### config.mk
export PLATFORM = sky130hd
export DESIGN_NAME = dual_bank_comp
export DESIGN_NICKNAME = d
export VERILOG_FILES = /design/src/rtl/lc_pkg.sv /design/src/rtl/lc_coef_bank.sv /design/src/rtl/lc_datapath.sv /design/src/rtl/lc_duty_out.sv /design/src/rtl/dual_bank_comp.sv
export SDC_FILE = /design/constraint.sdc
export NUM_CORES = 2
export LEC_CHECK = 0
export ABC_CLOCK_PERIOD_IN_PS = 25700
export BUFFER_PORTS_ARGS = -buffer_cell sky130_fd_sc_hd__buf_2
export CAP_MARGIN = 20
export CELL_PAD_IN_SITES_DETAIL_PLACEMENT = 1
export CELL_PAD_IN_SITES_GLOBAL_PLACEMENT = 2
export CORE_AREA = 2 2 334 237
export DETAILED_ROUTE_END_ITERATION = 16
export DIE_AREA = 0 0 336 239
export PLACE_DENSITY_LB_ADDON = 0.08
export SYNTH_ARGS = -nofsm -noshare
export SYNTH_HDL_FRONTEND = slang
export SYNTH_SLANG_ARGS = --single-unit
### constraint.sdc
create_clock -name clk -period 25.7 [get_ports clk]
set_input_delay 2.57 -clock clk [delete_from_list [all_inputs] [get_ports clk]]
set_output_delay 2.57 -clock clk [all_outputs]
set_load 0.01 [all_outputs]
### src/rtl/lc_pkg.sv
`timescale 1ns/1ps
package lc_pkg;
  // Q0.8 pole and zero format and gain field width are fixed by the register map
  localparam int COEF_W = 8;
  localparam int FRAC_W = 8;
  localparam int SSG_W  = 2;
  localparam int ADDR_W = 4;
  localparam int NCOEF  = 4;
  localparam int NSLOT  = 2 * NCOEF;

  localparam logic [ADDR_W-1:0] A_SSG  = 4'd8;
  localparam logic [ADDR_W-1:0] A_THR  = 4'd9;
  localparam logic [ADDR_W-1:0] A_DMIN = 4'd10;
  localparam logic [ADDR_W-1:0] A_DMAX = 4'd11;

  // one coefficient set: integrator gain, high-frequency gain, zero, pole
  typedef struct packed {
    logic [COEF_W-1:0] gi;
    logic [COEF_W-1:0] gh;
    logic [COEF_W-1:0] zq;
    logic [COEF_W-1:0] pq;
  } coef_t;
endpackage

### src/rtl/lc_coef_bank.sv
`timescale 1ns/1ps
module lc_coef_bank import lc_pkg::*; #(
  parameter int DATA_W = 12,
  parameter int LOAD_W = 12,
  parameter int DUTY_W = 12
) (
  input  logic              clk,
  input  logic              rst,
  input  logic              wr_en,
  input  logic [ADDR_W-1:0] wr_addr,
  input  logic [DATA_W-1:0] wr_data,
  input  logic              commit,
  input  logic [LOAD_W-1:0] load_level,
  input  logic              soft_start,
  output coef_t             eff,
  output logic              ss_q,
  output logic [DUTY_W-1:0] dmin,
  output logic [DUTY_W-1:0] dmax
);
  logic [COEF_W-1:0] stg [NSLOT];
  logic [COEF_W-1:0] wt  [NSLOT];
  logic [SSG_W-1:0]  ssg_stg, ssg_wt;
  logic [LOAD_W-1:0] thr_stg, thr_wt;
  logic [DUTY_W-1:0] dmin_stg, dmin_wt, dmax_stg, dmax_wt;
  coef_t nrm, lgt;
  logic  light_n;

  // staging registers, one write per cycle
  always_ff @(posedge clk) begin
    if (rst) begin
      for (int i = 0; i < NSLOT; i++) stg[i] <= '0;
      ssg_stg  <= '0;
      thr_stg  <= '0;
      dmin_stg <= '0;
      dmax_stg <= '1;
    end else if (wr_en) begin
      for (int i = 0; i < NSLOT; i++)
        if (wr_addr == ADDR_W'(i)) stg[i] <= wr_data[COEF_W-1:0];
      if (wr_addr == A_SSG)  ssg_stg  <= wr_data[SSG_W-1:0];
      if (wr_addr == A_THR)  thr_stg  <= wr_data[LOAD_W-1:0];
      if (wr_addr == A_DMIN) dmin_stg <= wr_data[DUTY_W-1:0];
      if (wr_addr == A_DMAX) dmax_stg <= wr_data[DUTY_W-1:0];
    end
  end

  // write-through view so a write beside the strobe joins the commit
  always_comb begin
    for (int i = 0; i < NSLOT; i++)
      wt[i] = (wr_en && wr_addr == ADDR_W'(i)) ? wr_data[COEF_W-1:0] : stg[i];
    ssg_wt  = (wr_en && wr_addr == A_SSG)  ? wr_data[SSG_W-1:0]  : ssg_stg;
    thr_wt  = (wr_en && wr_addr == A_THR)  ? wr_data[LOAD_W-1:0] : thr_stg;
    dmin_wt = (wr_en && wr_addr == A_DMIN) ? wr_data[DUTY_W-1:0] : dmin_stg;
    dmax_wt = (wr_en && wr_addr == A_DMAX) ? wr_data[DUTY_W-1:0] : dmax_stg;
  end

  always_comb begin
    nrm.gi = wt[0]; nrm.gh = wt[1]; nrm.zq = wt[2]; nrm.pq = wt[3];
    lgt.gi = wt[NCOEF+0]; lgt.gh = wt[NCOEF+1];
    lgt.zq = wt[NCOEF+2]; lgt.pq = wt[NCOEF+3];
    light_n = load_level < thr_wt;
  end

  // active set, loaded only by the cycle-start strobe
  always_ff @(posedge clk) begin
    if (rst) begin
      eff  <= '0;
      ss_q <= 1'b0;
      dmin <= '0;
      dmax <= '1;
    end else if (commit) begin
      ss_q <= soft_start;
      dmin <= dmin_wt;
      dmax <= dmax_wt;
      if (soft_start) begin
        eff    <= '0;
        eff.gi <= COEF_W'(ssg_wt);
      end else begin
        eff <= light_n ? lgt : nrm;
      end
    end
  end


  coef_hold_chk: assert property (@(posedge clk) disable iff (rst)
    !commit |=> $stable(eff) && $stable(dmin) && $stable(dmax));
endmodule

### src/rtl/lc_datapath.sv
`timescale 1ns/1ps
module lc_datapath import lc_pkg::*; #(
  parameter int ERR_W = 12,
  parameter int ACC_W = 24,
  parameter int W     = 44
) (
  input  logic                    clk,
  input  logic                    rst,
  input  logic                    cyc_start,
  input  logic signed [ERR_W-1:0] err_in,
  input  logic [1:0]              band_sel,
  input  coef_t                   eff,
  input  logic                    ss_q,
  output logic                    upd,
  output logic signed [W-1:0]     mix
);
  localparam logic signed [W-1:0] ACC_MAX = {{(W-ACC_W+1){1'b0}}, {(ACC_W-1){1'b1}}};
  localparam logic signed [W-1:0] ACC_MIN = ~ACC_MAX;

  logic signed [ERR_W-1:0] e_cur, e_prev;
  logic [1:0]              band_q;
  logic signed [ACC_W-1:0] acc_st, p_st, acc_nx, p_nx;
  logic signed [W-1:0] e_w, ep_w, acc_w, p_w, gi_w, gh_w, zq_w, pq_w;
  logic signed [W-1:0] inc, acc_sum, zt, u, pt, p_sum, an_w, pn_w;

  function automatic logic signed [ACC_W-1:0] sat(input logic signed [W-1:0] x);
    if (x > ACC_MAX)      return ACC_MAX[ACC_W-1:0];
    else if (x < ACC_MIN) return ACC_MIN[ACC_W-1:0];
    else                  return x[ACC_W-1:0];
  endfunction

  // sample capture on the strobe, update one edge later
  always_ff @(posedge clk) begin
    if (rst) begin
      e_cur  <= '0;
      e_prev <= '0;
      band_q <= '0;
      upd    <= 1'b0;
    end else begin
      upd <= cyc_start;
      if (cyc_start) begin
        e_prev <= e_cur;
        e_cur  <= err_in;
        band_q <= band_sel;
      end
    end
  end

  always_comb begin
    e_w   = {{(W-ERR_W){e_cur[ERR_W-1]}}, e_cur};
    ep_w  = {{(W-ERR_W){e_prev[ERR_W-1]}}, e_prev};
    acc_w = {{(W-ACC_W){acc_st[ACC_W-1]}}, acc_st};
    p_w   = {{(W-ACC_W){p_st[ACC_W-1]}}, p_st};
    gi_w  = {{(W-COEF_W){1'b0}}, eff.gi};
    gh_w  = {{(W-COEF_W){1'b0}}, eff.gh};
    zq_w  = {{(W-COEF_W){1'b0}}, eff.zq};
    pq_w  = {{(W-COEF_W){1'b0}}, eff.pq};
    // integrating branch
    inc     = gi_w * e_w;
    acc_sum = acc_w + inc;
    acc_nx  = sat(acc_sum);
    // pole/zero branch
    zt    = (zq_w * ep_w) >>> FRAC_W;
    u     = e_w - zt;
    pt    = (pq_w * p_w) >>> FRAC_W;
    p_sum = pt + gh_w * u;
    p_nx  = sat(p_sum);
    an_w  = {{(W-ACC_W){acc_nx[ACC_W-1]}}, acc_nx};
    pn_w  = {{(W-ACC_W){p_nx[ACC_W-1]}}, p_nx};
    mix   = (an_w + pn_w) <<< band_q;
  end

  always_ff @(posedge clk) begin
    if (rst) begin
      acc_st <= '0;
      p_st   <= '0;
    end else if (upd) begin
      acc_st <= acc_nx;
      p_st   <= p_nx;
    end
  end


  acc_no_wrap_pos_chk: assert property (@(posedge clk) disable iff (rst)
    upd && !acc_st[ACC_W-1] && !inc[W-1] |=> !acc_st[ACC_W-1]);

  acc_no_wrap_neg_chk: assert property (@(posedge clk) disable iff (rst)
    upd && acc_st[ACC_W-1] && inc[W-1] |=> acc_st[ACC_W-1]);

  ss_pz_clear_chk: assert property (@(posedge clk) disable iff (rst)
    upd && ss_q |=> p_st == '0);

  state_hold_chk: assert property (@(posedge clk) disable iff (rst)
    !upd |=> $stable(acc_st) && $stable(p_st));
endmodule

### src/rtl/lc_duty_out.sv
`timescale 1ns/1ps
module lc_duty_out #(
  parameter int DUTY_W    = 12,
  parameter int W         = 44,
  parameter int OUT_SHIFT = 4
) (
  input  logic                clk,
  input  logic                rst,
  input  logic                upd,
  input  logic signed [W-1:0] mix,
  input  logic [DUTY_W-1:0]   dmin,
  input  logic [DUTY_W-1:0]   dmax,
  output logic [DUTY_W-1:0]   duty,
  output logic                duty_valid
);
  logic signed [W-1:0] raw, hi_w, lo_w, clip1, clip2;

  always_comb begin
    raw   = mix >>> OUT_SHIFT;
    hi_w  = {{(W-DUTY_W){1'b0}}, dmax};
    lo_w  = {{(W-DUTY_W){1'b0}}, dmin};
    clip1 = (raw > hi_w) ? hi_w : raw;
    clip2 = (clip1 < lo_w) ? lo_w : clip1;   // lower bound has the last word
  end

  always_ff @(posedge clk) begin
    if (rst) begin
      duty       <= '0;
      duty_valid <= 1'b0;
    end else begin
      duty_valid <= upd;
      if (upd) duty <= clip2[DUTY_W-1:0];
    end
  end


  duty_hold_chk: assert property (@(posedge clk) disable iff (rst)
    !upd |=> $stable(duty));

  duty_range_chk: assert property (@(posedge clk) disable iff (rst)
    upd && (dmin <= dmax) |=> (duty <= $past(dmax)) && (duty >= $past(dmin)));

  min_wins_chk: assert property (@(posedge clk) disable iff (rst)
    upd && (dmin > dmax) |=> duty == $past(dmin));

  clip_width_chk: assert property (@(posedge clk) disable iff (rst)
    upd |-> clip2[W-1:DUTY_W] == '0);
endmodule

### src/rtl/dual_bank_comp.sv
`timescale 1ns/1ps
module dual_bank_comp import lc_pkg::*; #(
  parameter int ERR_W     = 12,
  parameter int ACC_W     = 24,
  parameter int DUTY_W    = 12,
  parameter int LOAD_W    = 12,
  parameter int DATA_W    = 12,
  parameter int OUT_SHIFT = 4
) (
  input  logic                    clk,
  input  logic                    rst,
  input  logic                    cyc_start,
  input  logic signed [ERR_W-1:0] err_in,
  input  logic [1:0]              band_sel,
  input  logic [LOAD_W-1:0]       load_level,
  input  logic                    soft_start,
  input  logic                    wr_en,
  input  logic [ADDR_W-1:0]       wr_addr,
  input  logic [DATA_W-1:0]       wr_data,
  output logic [DUTY_W-1:0]       duty,
  output logic                    duty_valid
);
  // common datapath width: covers gain products, the pole product and the band shift
  localparam int W = ACC_W + 2 * COEF_W + 4;

  coef_t                eff;
  logic                 ss_q, upd;
  logic [DUTY_W-1:0]    dmin, dmax;
  logic signed [W-1:0]  mix;

  lc_coef_bank #(.DATA_W(DATA_W), .LOAD_W(LOAD_W), .DUTY_W(DUTY_W)) u_bank (
    .clk(clk), .rst(rst), .wr_en(wr_en), .wr_addr(wr_addr), .wr_data(wr_data),
    .commit(cyc_start), .load_level(load_level), .soft_start(soft_start),
    .eff(eff), .ss_q(ss_q), .dmin(dmin), .dmax(dmax));

  lc_datapath #(.ERR_W(ERR_W), .ACC_W(ACC_W), .W(W)) u_dp (
    .clk(clk), .rst(rst), .cyc_start(cyc_start), .err_in(err_in),
    .band_sel(band_sel), .eff(eff), .ss_q(ss_q), .upd(upd), .mix(mix));

  lc_duty_out #(.DUTY_W(DUTY_W), .W(W), .OUT_SHIFT(OUT_SHIFT)) u_out (
    .clk(clk), .rst(rst), .upd(upd), .mix(mix), .dmin(dmin), .dmax(dmax),
    .duty(duty), .duty_valid(duty_valid));


  valid_timing_chk: assert property (@(posedge clk) disable iff (rst)
    cyc_start |-> ##2 duty_valid);

  valid_cause_chk: assert property (@(posedge clk) disable iff (rst)
    duty_valid |-> $past(cyc_start, 2));
endmodule

Word-level counts from Yosys, hierarchy flattened:

Memories as Yosys holds them, arrays and structs flattened.
Cells that the tools add are included.

* input port bits: 47
* ROM bits: 0
* memory bits (writable): 64
* memories kept: 1
* bits in latches: 0
* bits in registers: 182
* output and inout bits: 13

* add/sub/neg operators: 4
* divide/modulo/power cells: 0
* magnitude comparators: 7
* muxes and demuxes: 62
* shifts and indexed selects: 1
* bitwise logic cells: 8
* reduce and logical (&&, ||, !) cells: 17
* equality and inequality tests: 11
* $mul: 4

Memory list
* u_bank.stg: depth 8, bits a word 8, rd ports 8, clocked after memory_dff 0, write ports 8, line lc_coef_bank.sv:20 `logic [COEF_W-1:0] stg [NSLOT];`

Operator list (number)
* 8-bit two-way mux: 16
* 24-bit two-way mux: 4
* 44-bit by 24-bit greater-than comparator with 1-bit output, second input constant: 2
* 44-bit by 24-bit less-than comparator with 1-bit output, second input constant: 2
* 32-bit two-way mux: 2
* 12-bit two-way mux: 4
* 25-bit by 44-bit adder with 44-bit output: 1
* 44-bit by 13-bit less-than comparator with 1-bit output: 1
* 9-bit by 44-bit multiplier with 44-bit output: 1
* 44-bit two-way mux: 1
* 25-bit by 2-bit <<< shifter with 44-bit output: 1
* 9-bit by 12-bit multiplier with 21-bit output: 2
* 40-bit by 13-bit greater-than comparator with 1-bit output: 1
* 1-bit two-way mux: 34
* 9-bit by 24-bit multiplier with 33-bit output: 1
* 24-bit by 21-bit adder with 25-bit output: 1
* 24-bit by 24-bit adder with 25-bit output: 1
* 4-bit by 3-bit == test with 1-bit output, second input constant: 4
* 4-bit == test, second input constant: 4
* 12-bit by 13-bit subtractor with 14-bit output: 1
* 1-bit logical AND: 12
* 12-bit less-than comparator: 1
* 4-bit by 2-bit == test with 1-bit output, second input constant: 2
* 1-bit bitwise OR: 8
* 4 further kinds: 7

Depth between registers and ports, before layout:

* depth in word-level cells: 13
* gate-level depth with buffers: 93
* gate-level depth less buffers: 88

Hierarchy:

Synthesis repeated with hierarchy kept, for this count alone.

* cell total of the unflattened synthesis: 3736
* area total of the unflattened synthesis: 33355.7 sq um

Modules (own cells, without submodules)
* lc_datapath: instances 1, area each 24499.7 sq um, cells each 2850, seq. area each 1501.4 sq um
* lc_coef_bank: instances 1, area each 7159.4 sq um, cells each 685, seq. area each 3823.7 sq um
* lc_duty_out: instances 1, area each 1696.6 sq um, cells each 201, seq. area each 260.2 sq um

Worst setup path before layout:

No wires, ideal clock.

* path kind: register -> register
* start: register, netlist name u_bank.eff[10]
* end: register u_out.duty[9]
* period minus slack after synthesis: 18.148 ns
* arrival: 18.060 ns
* setup slack: 7.552 ns
* library setup time: 0.088 ns
* cell stages (with the launch flop): 83
* path through: dfxtp_1 clkbuf_1 nand2_1 fa_1 inv_1 fa_1 ha_1 inv_1 fa_1 inv_1 ha_1 nand4_1 o21bai_1 a21o_1 a21oi_1 o21bai_1 a21oi_1 o21bai_1 (+47 left out) inv_1 a31o_2 buf_6 mux2_2 ha_1 a21o_1 a221o_1 a21oi_1 nor2b_1 o21ai_0 nand2b_1 a21oi_1 and3_1 a221oi_2 a41oi_1 buf_2 o21ai_1 a311oi_2

* cells in the longest elaborated chain, start to end: 13

RTL lines
* 9-bit by 12-bit multiplier with 21-bit output *: line lc_datapath.sv:63 `zt = (zq_w * ep_w) >>> FRAC_W;`
* 12-bit by 13-bit subtractor with 14-bit output *: line lc_datapath.sv:64 `u = e_w - zt;`
* 9-bit by 44-bit multiplier with 44-bit output *: line lc_datapath.sv:66 `p_sum = pt + gh_w * u;`
* 25-bit by 44-bit adder with 44-bit output *: line lc_datapath.sv:66
* 44-bit by 24-bit less-than comparator with 1-bit output: line lc_datapath.sv:28 `else if (x < ACC_MIN) return ACC_MIN[ACC_W-1:0];`
* 24-bit two-way mux: line lc_datapath.sv:28
* 24-bit two-way mux *: line lc_datapath.sv:27 `if (x > ACC_MAX) return ACC_MAX[ACC_W-1:0];`
* net u_dp.p_nx[3]: line lc_datapath.sv:22 `logic signed [ACC_W-1:0] acc_st, p_st, acc_nx, p_nx;`
* 24-bit by 24-bit adder with 25-bit output *: line lc_datapath.sv:70 `mix = (an_w + pn_w) <<< band_q;`
* 25-bit by 2-bit <<< shifter with 44-bit output *: line lc_datapath.sv:70
* 40-bit by 13-bit greater-than comparator with 1-bit output: line lc_duty_out.sv:22 `clip1 = (raw > hi_w) ? hi_w : raw;`
* 44-bit two-way mux *: line lc_duty_out.sv:22
* 44-bit by 13-bit less-than comparator with 1-bit output: line lc_duty_out.sv:23 `clip2 = (clip1 < lo_w) ? lo_w : clip1;`
* 12-bit two-way mux *: line lc_duty_out.sv:23
* end signal: assignment: line lc_duty_out.sv:32 `if (upd) duty <= clip2[DUTY_W-1:0];`
* end: declaration: line lc_duty_out.sv:13 `output logic [DUTY_W-1:0] duty,`

Mark *: on every way through the listed nets, which the timed path passes. The rest lies on a longest branch.
A chain may end at the register's enable or synchronous reset.

Final worst setup path:

* start: register, netlist name u_bank.eff[10]
* end: register u_out.duty[0]

* cells in the longest elaborated chain, start to end: 13

RTL lines (line)
* 9-bit by 12-bit multiplier with 21-bit output *: lc_datapath.sv:63
* 12-bit by 13-bit subtractor with 14-bit output *: lc_datapath.sv:64
* 9-bit by 44-bit multiplier with 44-bit output *: lc_datapath.sv:66
* 25-bit by 44-bit adder with 44-bit output *: lc_datapath.sv:66
* 44-bit by 24-bit less-than comparator with 1-bit output: lc_datapath.sv:28
* 24-bit two-way mux: lc_datapath.sv:28
* 24-bit two-way mux *: lc_datapath.sv:27
* net u_dp.p_nx[2]: lc_datapath.sv:22
* 24-bit by 24-bit adder with 25-bit output *: lc_datapath.sv:70
* 25-bit by 2-bit <<< shifter with 44-bit output *: lc_datapath.sv:70
* 40-bit by 13-bit greater-than comparator with 1-bit output: lc_duty_out.sv:22
* 44-bit two-way mux *: lc_duty_out.sv:22
* 44-bit by 13-bit less-than comparator with 1-bit output: lc_duty_out.sv:23
* 12-bit two-way mux *: lc_duty_out.sv:23

Marks and branches as above.

==> run summary <==
outcome: completed
post-route ant nets: 0
Leak: 17.1 nW
Global Route Usage Sum: 0.255
Power Total: 2.81 mW
final core occ: 0.445
IO Pins: 60
slew at the pin closest to its max-slew limit: 1.10 ns
Longest Clk Path Bufs: 3
root buf cell: clkbuf_16
Die Area: 80300 sq um
critical path required time: 26.22 ns
Post-DP Area: 33400 sq um
antenna cell count: 0
WL final: 99800 um
first-pass GRT wire length: 159000 um
hold_buf cts: 0
dominant synthesized flop cell: dfxtp_1
Detailed Place HPWL: 80800 um
CTS H-Tree Depth: 1
Post-route DRC: 0
combinational cell fraction of total power: 0.657
syn avg cell area: 8.93 sq um
WL/cell: 21.5 um
commonest non-fill, non-tap cell in the layout: inv_1
max_cap viols: 0
CTS tree: yes
Final Cell Area: 34500 sq um
Overflow after GRT: 0
maximum VDD drop: 69.6 uV
worst stage delay on the critical path: 0.62 ns
clock network power share: 0.166
Worst Skew: 0.0206 ns
Syn Nets: 4376
Cells after DPL: 4592
Slowest cell on crit path: dfxtp_1
M3 GR Usage: 0.0508
GR Layer Usage met1: 0.394
met2 Track Usage GR: 0.367
gr busiest metal: met1
Netlist cell types: 79
dpl ws: 4.62 ns
Die Span Y: 239 um
fmax: 0.0479 GHz
Setup crit end kind: flop
cell family with most CP delay: compound AO/OA/AOI/OAI gates
Final Hold Viols: 0
sequential area share after synthesis: 0.173
worst hold margin: 0.469 ns
Int Pwr: 1.38 mW
Port Buffers: 59
crit path launch type: flop
number of global-route vias before repair: 26800
fraction of layout cells with a size suffix above 1: 0.0503
Finished Layout Cells: 4652
asr flop ratio synth: 0
synthesis-to-layout area growth: 7.17%
Slew HR: 0.259
antenna violations before repair: 1
sequential power share: 0.177
critical path type: flop to flop
Mapped Area: 32200 sq um
clock sink total: 246
# rows: 86
Sw Share: 0.509
nets@finish: 4343
Iter 0 DRT Violations: 1295
final worst path period need: 20.87 ns
commonest non-fill, non-tap cells in the layout: 608 x inv_1, 435 x fa_1, 313 x nand2_1
CTS resizes: 0
final setup margin: 4.83 ns
Clock Latency Late Sink: 0.62 ns
Hold Crit Class: flop to flop
via/cell ratio: 5.30
clock slew at reported path FFs: 0.07 ns
fin crit share: 0.812
RSZ-0062 raised after global routing: no
# setup viols final: 0
fin. max-slew vios: 0
FF+latch count, synth: 246
pin count of the biggest net entering global routing: 78
Vias: 24700
Yosys warning total: 0
core box area: 77600 sq um
EDFF count, synth: 64
setup bufs post-CTS: 0
RePlAce Congestion: 0.869
fillcell total: 8944
Initial Utilization: 0.415
Initial DRT Pass Iterations: 5
P_sw: 1.43 mW
Bufs and invs on worst path: 11
crit path DAT: 21.39 ns
Fin Setup TNS: 0 ns
Num CTS Buffers: 30
CP max FO: 22
post-synthesis cell count: 3605
Power Dens Cells: 81.5 nW/um^2
die span in x: 336 um
==> final cells by class <==
type	count	area (sq um)	share of cell area
repair buffers	88	531	0.0154
clock buffers	34	766	0.0222
well taps	1056	1320	0.0383
flip-flops and latches	246	5570	0.161
clock inverters	22	295	0.00855
inverters	609	2290	0.0662
multi-input cells	2597	23700	0.688
==> path summary, 6_finish.rpt <==
check | startpoint | endpoint | slack (ns) | cells past startpoint
min | u_bank.dmax_stg[3] | u_bank.dmax_stg[3] | 0.47 | 2
min reg2reg | u_bank.dmax_stg[3] | u_bank.dmax_stg[3] | 0.47 | 2
max | u_bank.eff[10] | u_out.duty[0] | 4.83 | 85
max reg2reg | u_bank.eff[10] | u_out.duty[0] | 4.83 | 85
==> power by group through the flow <==
stage	clock (mW)	sequential (mW)	combinational (mW)
after global placement	0	0.504	1.78
after global routing	0.495	0.502	2.06
after CTS	0.478	0.497	1.83
final	0.467	0.497	1.85
after floorplan	0	0.466	1.29
after detailed placement	0	0.505	1.81
==> cell usage after synthesis, drive strengths merged, types with 71 or more instances <==
cell type	number	area, sq um
a21o	89	668
a21oi	120	608
and2	282	1760
clkbuf	133	508
dfxtp	182	3640
fa	435	8710
ha	289	3620
inv	609	2290
mux2i	136	1360
nand2	313	1170
nor2	268	1010
nor3	78	390
o21ai	71	359
xnor2	89	780
==> per-layer routing <==
metal,routed length [um],vias to the layer above,part of all wire
li1,-,11500,-
met1,51000,12600,0.51
met2,41200,434,0.41
met3,5840,87,0.059
met4,1870,0,0.019
met5,0,-,0
==> cells by family (layout without fill, tap and decap cells) <==
group,Yosys count,in the layout,share of synthesized area
AOI/OAI and AO/OA,480,480,0.102
adders and majority gates,728,728,0.384
xor gates and xnor gates,131,131,0.0356
and+or+nand+nor,1107,1107,0.168
DFF,246,246,0.173
buffers and inverters,762,753,0.0899
muxes,151,151,0.0487
==> worst reg2reg max path, delay by kind of cell (launching register included) <==
| family | cells | cell delay (ns) |
|---|---|---|
| mux | 3 | 1.19 |
| buf+inv | 11 | 1.01 |
| simple gates | 15 | 2.23 |
| flops | 1 | 0.62 |
| fa+ha+maj | 16 | 6.55 |
| xor+xnor | 3 | 0.74 |
| compound gates | 37 | 8.43 |
==> state kept, by name, summed over array words and instances, names as in the netlist, 2 cells and up <==
signal           cells
u_out.duty          12
u_dp.acc_st         24
u_bank.dmin         12
u_dp.e_cur          12
u_bank.stg          64
u_bank.dmin_stg     12
u_dp.e_prev         12
u_dp.band_q          2
u_bank.dmax         12
u_bank.ssg_stg       2
u_bank.thr_stg      12
u_dp.p_st           24
u_bank.dmax_stg     12
u_bank.eff          32
Note: power is estimated with default switching activity, not from simulation.
